**src/rtl/lcd_seg_pkg.sv**
```systemverilog
package lcd_seg_pkg;
  typedef enum logic [1:0] {
    LVL_V0 = 2'b00,
    LVL_V1 = 2'b01,
    LVL_VM = 2'b10
  } lvl_e;
endpackage

```
**src/rtl/lcd_strobe_sync.sv**
```systemverilog
module lcd_strobe_sync (
  input  logic clk,
  input  logic rst_n,
  input  logic strobe_i,
  output logic fall_o
);
  // two synchronizer stages plus one history stage, idle level high
  logic s1_q, s2_q, s3_q;

  always_ff @(posedge clk or negedge rst_n) begin
    if (!rst_n) begin
      s1_q <= 1'b1;
      s2_q <= 1'b1;
      s3_q <= 1'b1;
    end else begin
      s1_q <= strobe_i;
      s2_q <= s1_q;
      s3_q <= s2_q;
    end
  end

  assign fall_o = s3_q & ~s2_q;
endmodule

```
**src/rtl/lcd_capture_ctrl.sv**
```systemverilog
module lcd_capture_ctrl #(
  parameter int N_OUT       = 320,
  parameter int REDUCED_OUT = 240,
  parameter int BUS_W       = 8,
  parameter int NARROW_W    = 4,
  parameter int NPOS        = N_OUT / NARROW_W
) (
  input  logic            clk,
  input  logic            rst_n,
  input  logic            line_fall_i,
  input  logic            cap_fall_i,
  input  logic            bus8_i,
  input  logic            full_mode_i,
  input  logic            en_in_n_i,
  output logic [NPOS-1:0] ptr_o,
  output logic            wr_o,
  output logic            full_o
);
  localparam int PW       = $clog2(NPOS);
  localparam int LAST_N_F = N_OUT / NARROW_W - 1;
  localparam int LAST_W_F = N_OUT / BUS_W - 1;
  localparam int LAST_N_R = REDUCED_OUT / NARROW_W - 1;
  localparam int LAST_W_R = REDUCED_OUT / BUS_W - 1;

  logic [NPOS-1:0] ptr_q;
  logic            full_q;
  logic [PW-1:0]   last_idx;

  always_comb begin
    unique case ({bus8_i, full_mode_i})
      2'b00:   last_idx = PW'(LAST_N_R);
      2'b01:   last_idx = PW'(LAST_N_F);
      2'b10:   last_idx = PW'(LAST_W_R);
      default: last_idx = PW'(LAST_W_F);
    endcase
  end

  // line strobe has priority over a coincident capture
  assign wr_o = cap_fall_i & ~line_fall_i & ~en_in_n_i & ~full_q;

  always_ff @(posedge clk or negedge rst_n) begin
    if (!rst_n) begin
      ptr_q  <= NPOS'(1);
      full_q <= 1'b0;
    end else if (line_fall_i) begin
      ptr_q  <= NPOS'(1);
      full_q <= 1'b0;
    end else if (wr_o) begin
      ptr_q <= {ptr_q[NPOS-2:0], 1'b0};
      if (ptr_q[last_idx]) full_q <= 1'b1;
    end
  end

  assign ptr_o  = ptr_q;
  assign full_o = full_q;
endmodule

```
**src/rtl/lcd_line_buffer.sv**
```systemverilog
module lcd_line_buffer #(
  parameter int N_OUT       = 320,
  parameter int REDUCED_OUT = 240,
  parameter int BUS_W       = 8,
  parameter int NARROW_W    = 4,
  parameter int NPOS        = N_OUT / NARROW_W
) (
  input  logic             clk,
  input  logic             rst_n,
  input  logic             wr_i,
  input  logic             bus8_i,
  input  logic             full_mode_i,
  input  logic [NPOS-1:0]  ptr_i,
  input  logic [BUS_W-1:0] data_i,
  input  logic             xfer_i,
  output logic [N_OUT-1:0] line_o
);
  localparam int EDGE = (N_OUT - REDUCED_OUT) / 2;

  logic [N_OUT-1:0] stage1_q;
  logic [N_OUT-1:0] stage2_q;
  logic [N_OUT-1:0] hit;
  logic [N_OUT-1:0] wbit;

  // per-bit slot select and lane select for both bus widths
  for (genvar b = 0; b < N_OUT; b++) begin : g_bit
    assign hit[b]  = bus8_i ? ptr_i[b / BUS_W] : ptr_i[b / NARROW_W];
    assign wbit[b] = bus8_i ? data_i[b % BUS_W] : data_i[b % NARROW_W];
  end

  always_ff @(posedge clk or negedge rst_n) begin
    if (!rst_n) begin
      stage1_q <= '0;
    end else if (wr_i) begin
      for (int b = 0; b < N_OUT; b++) begin
        if (hit[b]) stage1_q[b] <= wbit[b];
      end
    end
  end

  always_ff @(posedge clk or negedge rst_n) begin
    if (!rst_n) begin
      stage2_q <= '0;
    end else if (xfer_i) begin
      if (full_mode_i) stage2_q <= stage1_q;
      else stage2_q <= {{EDGE{1'b0}}, stage1_q[REDUCED_OUT-1:0], {EDGE{1'b0}}};
    end
  end

  assign line_o = stage2_q;
endmodule

```
**src/rtl/lcd_level_encoder.sv**
```systemverilog
module lcd_level_encoder
  import lcd_seg_pkg::*;
#(
  parameter int N_OUT       = 320,
  parameter int REDUCED_OUT = 240
) (
  input  logic [N_OUT-1:0]   line_i,
  input  logic               m_i,
  input  logic               disp_on_i,
  input  logic               full_mode_i,
  input  logic               rev_i,
  output logic [2*N_OUT-1:0] code_o
);
  localparam int EDGE = (N_OUT - REDUCED_OUT) / 2;

  for (genvar j = 0; j < N_OUT; j++) begin : g_col
    localparam bit EDGE_COL = (j < EDGE) || (j >= N_OUT - EDGE);
    logic bit_w;
    lvl_e lvl;

    assign bit_w = rev_i ? line_i[N_OUT-1-j] : line_i[j];

    always_comb begin
      if (!disp_on_i)                  lvl = LVL_VM;
      else if (!full_mode_i && EDGE_COL) lvl = m_i ? LVL_V1 : LVL_V0;
      else if (bit_w == m_i)           lvl = LVL_V0;
      else                             lvl = LVL_V1;
    end

    assign code_o[2*j +: 2] = lvl;
  end
endmodule

```
**src/rtl/lcd_seg_line_drv.sv**
```systemverilog
module lcd_seg_line_drv #(
  parameter int N_OUT       = 320,
  parameter int REDUCED_OUT = 240,
  parameter int BUS_W       = 8,
  parameter int NARROW_W    = 4
) (
  input  logic               clk,
  input  logic               rst_n,
  input  logic               cl1_i,
  input  logic               cl2_i,
  input  logic               m_i,
  input  logic [BUS_W-1:0]   data_i,
  input  logic               bus8_i,
  input  logic               full_mode_i,
  input  logic               rev_i,
  input  logic               disp_on_i,
  input  logic               chain_a_in_n,
  input  logic               chain_b_in_n,
  output logic               chain_a_out_n,
  output logic               chain_b_out_n,
  output logic [2*N_OUT-1:0] seg_code_o
);
  localparam int NPOS = N_OUT / NARROW_W;

  logic            line_fall, cap_fall, wr, full, en_in_n;
  logic [NPOS-1:0] ptr;
  logic [N_OUT-1:0] line_q;

  lcd_strobe_sync u_line_sync (.clk(clk), .rst_n(rst_n), .strobe_i(cl1_i), .fall_o(line_fall));
  lcd_strobe_sync u_cap_sync  (.clk(clk), .rst_n(rst_n), .strobe_i(cl2_i), .fall_o(cap_fall));

  assign en_in_n = rev_i ? chain_b_in_n : chain_a_in_n;

  lcd_capture_ctrl #(
    .N_OUT(N_OUT), .REDUCED_OUT(REDUCED_OUT), .BUS_W(BUS_W), .NARROW_W(NARROW_W), .NPOS(NPOS)
  ) u_ctrl (
    .clk(clk), .rst_n(rst_n), .line_fall_i(line_fall), .cap_fall_i(cap_fall),
    .bus8_i(bus8_i), .full_mode_i(full_mode_i), .en_in_n_i(en_in_n),
    .ptr_o(ptr), .wr_o(wr), .full_o(full)
  );

  lcd_line_buffer #(
    .N_OUT(N_OUT), .REDUCED_OUT(REDUCED_OUT), .BUS_W(BUS_W), .NARROW_W(NARROW_W), .NPOS(NPOS)
  ) u_buf (
    .clk(clk), .rst_n(rst_n), .wr_i(wr), .bus8_i(bus8_i), .full_mode_i(full_mode_i),
    .ptr_i(ptr), .data_i(data_i), .xfer_i(line_fall), .line_o(line_q)
  );

  lcd_level_encoder #(.N_OUT(N_OUT), .REDUCED_OUT(REDUCED_OUT)) u_enc (
    .line_i(line_q), .m_i(m_i), .disp_on_i(disp_on_i), .full_mode_i(full_mode_i),
    .rev_i(rev_i), .code_o(seg_code_o)
  );

  // token leaves on the side opposite to where it enters
  assign chain_b_out_n = rev_i ? 1'b1 : ~full;
  assign chain_a_out_n = rev_i ? ~full : 1'b1;
endmodule

```
**config.mk**
```make
export PLATFORM = sky130hd
export DESIGN_NAME = lcd_seg_line_drv
export DESIGN_NICKNAME = d
export VERILOG_FILES = /design/src/rtl/lcd_seg_pkg.sv /design/src/rtl/lcd_strobe_sync.sv /design/src/rtl/lcd_capture_ctrl.sv /design/src/rtl/lcd_line_buffer.sv /design/src/rtl/lcd_level_encoder.sv /design/src/rtl/lcd_seg_line_drv.sv
export SDC_FILE = /design/constraint.sdc
export NUM_CORES = 2
export LEC_CHECK = 0
export ABC_AREA = 1
export BUFFER_PORTS_ARGS = -buffer_cell sky130_fd_sc_hd__buf_2
export CAP_MARGIN = 20
export CORE_MARGIN = 4
export CORE_UTILIZATION = 40
export CTS_CLUSTER_DIAMETER = 50
export DETAILED_ROUTE_END_ITERATION = 8
export HOLD_SLACK_MARGIN = 0.05
export PLACE_DENSITY = 0.66
export SLEW_MARGIN = 25
export SYNTH_ARGS = -nofsm -noshare
export SYNTH_HDL_FRONTEND = slang
export SYNTH_SLANG_ARGS = --single-unit
```
**constraint.sdc**
```tcl
create_clock -name clk -period 19.9 [get_ports clk]
set_input_delay 3.98 -clock clk [delete_from_list [all_inputs] [get_ports clk]]
set_output_delay 3.98 -clock clk [all_outputs]
set_load 0.01 [all_outputs]
```
==> impl_metrics.yaml <==
outcome:
  status: "finished clean"
worst_setup_path:
  worstSetupEndpointType: "output port"
  worstPathRequired_ns: 15.92
  start_kind: "primary input"
  critPathArrivalTime_ns: 7.30
  crit_fanout: 150
  worstRegToRegCells: 7
  timing_worst_setup_path_type: "primary input to output port"
logic_synthesis:
  yosys.area.top_type_share_pct: 45.7
  synth_most_common_cell: "o21ai_0"
  yosysTopAreaCell: "dfrtp_1"
  ys_types: 28
  yosys.area_share.simple_pct: 11.1
  synth_commonest_cells: "o21ai_0 (964), dfrtp_1 (720), nand2_1 (637)"
  ys_warn_count: 0
  async_reset_ff_share_pct: 100
  syn_nets: 5041
  synth-seq-cells: 727
  syn_inst: 5017
  syn_area_per_cell_um2: 7.86
  synth_top_family_by_area: "compound AO/OA/AOI/OAI gates"
  syn_area_um2: 39400
  synthXorXnorAreaFrac_pct: 0
  muxShareOfSynthArea_pct: 0
  synth_fa_ha_area_share_pct: 0.159
  synth_flop_cell: "dfrtp_1"
  synth_edf_count: 0
  synth.area.top_cells: "dfrtp_1 (46%), o21ai_0 (12%), buf_4 (6.2%), nand2_1 (6.1%), a21oi_1 (5.5%)"
  synth_compound_area_share_pct: 28.2
  yosysSeqAreaShare_pct: 46.2
finish:
  multi_input_area_um2: 15600
  num-fill-cells: 9524
  fin_cells: 6447
  fin_area_um2: 44000
  utilization_pct: 45.3
  regArea_um2: 18200
  syn_to_final_growth_pct: 11.7
  drive_gt1_share_pct: 18.5
  nets: 5122
floorplan:
  core_area_um2: 97300
  num_rows: 114
  start_util_pct: 40.5
  die_y_um: 322
  ioPinCount: 661
  dieWidth_um: 322
  die-area_um2: 104000
placement:
  placedInstanceArea_um2: 40800
  port_buffers: 660
  place_congestion: 0.892
  dp_cells: 6284
  dpl.hpwl_um: 98100
grt:
  antenna_found_initial: 5
  grt_pass1_wl_um: 207000
  grt_pass1_vias: 32304
  grt_max_degree: 239
  overflow: 0
  grt_use_total_pct: 26.2
clocking:
  cts-root-buf: "clkbuf_16"
  cts_max_level: 3
  clkTransAtPathRegs_ns: 0.06
  post_cts_buffers: 0
  numCtsBuffers: 86
  worstSkewPairLatency_ns: 0.66
  cts_tree: "built"
  cts.path.max_buffers: 3
  cts_num_sinks: 727
  ctsHoldBuffers: 0
  cts_resized: 0
timing:
  rsz0062_at_grt: "false"
  drv_slew: 0
  fmax_mhz: 88.7
  final.setup.tns_ns: 0
  slew_headroom_pct: 15.4
  fin_crit_ns: 11.28
  fin_skew_ns: 0.0464
  finalSetupViolCount: 0
  worst_pin_slew_ns: 1.27
  hold_violations: 0
  finalCritPeriodShare_pct: 56.7
worst_hold_path:
  whs_path_depth: 0
  hp-class: "flip-flop to flip-flop"
route:
  drc_errors: 0
  wirelength_um: 142000
  drtIter0Drc: 3537
  via_count: 35513
  avgRoutedWirePerCell_um: 22.1
  viasPerCell: 5.51
  postRouteAntennaNets: 0
  firstDrtPassIters: 6
power_and_ir_drop:
  p_per_area_nw_per_um2: 105
  power.leakage_nw: 20.5
  ir_drop_mv: 0.0654
flow_run:
  drv_cap: 0
[critical path, stage by stage]
cell and delay, ns:
buf_8 0.57, buf_4 0.80, buf_6 0.66, a21oi_1 0.15
o21ai_0 0.38, o21ai_1 0.11, a21oi_1 0.26, buf_2 0.20
[kinds of logic after synthesis]
| logic type | Yosys count |
|---|---|
| and+or+nand+nor | 1062 |
| AOI/OAI and AO/OA | 2091 |
| buffers and inverters | 1132 |
| DFF | 727 |
| adders and majority gates | 5 |
[stage by stage]
step	power [mW]	setup slack (ns)	hold slack [ns]
2_1_floorplan	2.53	6.42	0.345
3_3_place_gp	2.86	8.55	0.347
3_5_place_dp	2.88	8.49	0.349
4_1_cts	4.62	8.50	0.357
5_1_grt	4.82	8.46	0.361
6_report	4.61	8.62	0.357
[layout by cell type (no fill, tap or decap), types with 15 or more instances in the layout]
| cell type | instances |
|---|---|
| inv_1 | 413 |
| nor2_1 | 259 |
| nand2_4 | 21 |
| a21oi_1 | 430 |
| o22ai_1 | 317 |
| o211ai_4 | 15 |
| buf_4 | 34 |
| nand2_1 | 636 |
| nand3_1 | 99 |
| clkbuf_8 | 17 |
| clkbuf_16 | 87 |
| dfrtp_1 | 720 |
| o21ai_1 | 373 |
| o21ai_0 | 948 |
| nand2_2 | 44 |
| buf_2 | 656 |
| bufinv_16 | 15 |
[power by group]
| part | total [mW] | switching, mW | internal [mW] |
|---|---|---|---|
| clock | 1.75 | 0.681 | 1.07 |
| combinational | 0.923 | 0.623 | 0.301 |
| sequential | 1.94 | 0.202 | 1.74 |
| total | 4.61 | 1.51 | 3.11 |
[final cells by class]
cell class                 instances  share of cell area [%]
clock inverter                    48                    1.76
sequential                       727                    41.3
clock buffer                     112                    5.50
multi-input combinational       3158                    35.5
tap                             1276                    3.63
antenna                            1                 0.00568
timing repair buffer             706                    8.65
inverter                         419                    3.63
[routing by layer]
| layer | part of all wire, % | vias up | GRT usage, % | routed length [um] |
|---|---|---|---|---|
| met5 | 0.019 | - | 0 | 27 |
| met4 | 4.7 | 4 | 11.0 | 6670 |
| met3 | 8.3 | 255 | 5.33 | 11800 |
| met2 | 48 | 1578 | 43.2 | 67800 |
| met1 | 39 | 16806 | 33.6 | 55900 |
| li1 | - | 16870 | - | - |
[path summary, 6_finish.rpt]
check,to,slack [ns],startpoint
setup / recovery,seg_code_o[20],8.62,rev_i
hold / removal,u_line_sync.s2_q,0.36,u_line_sync.s1_q
setup reg to reg,u_buf.line_o[225],15.37,u_line_sync.s3_q
hold reg to reg,u_line_sync.s2_q,0.36,u_line_sync.s1_q
max in group asynchronous,u_buf.line_o[318],13.45,rst_n
min in group asynchronous,u_buf.line_o[166],3.36,rst_n
[state kept, by name (all words and copies together), names as in the netlist]
signal	count
u_cap_sync.s3_q	1
u_line_sync.s3_q	1
u_line_sync.s1_q	1
u_cap_sync.s2_q	1
u_ctrl.ptr_o	80
u_ctrl.full_o	1
u_cap_sync.s1_q	1
u_buf.stage1_q	320
u_buf.line_o	320
u_line_sync.s2_q	1
(Power assumes the default switching activity.)
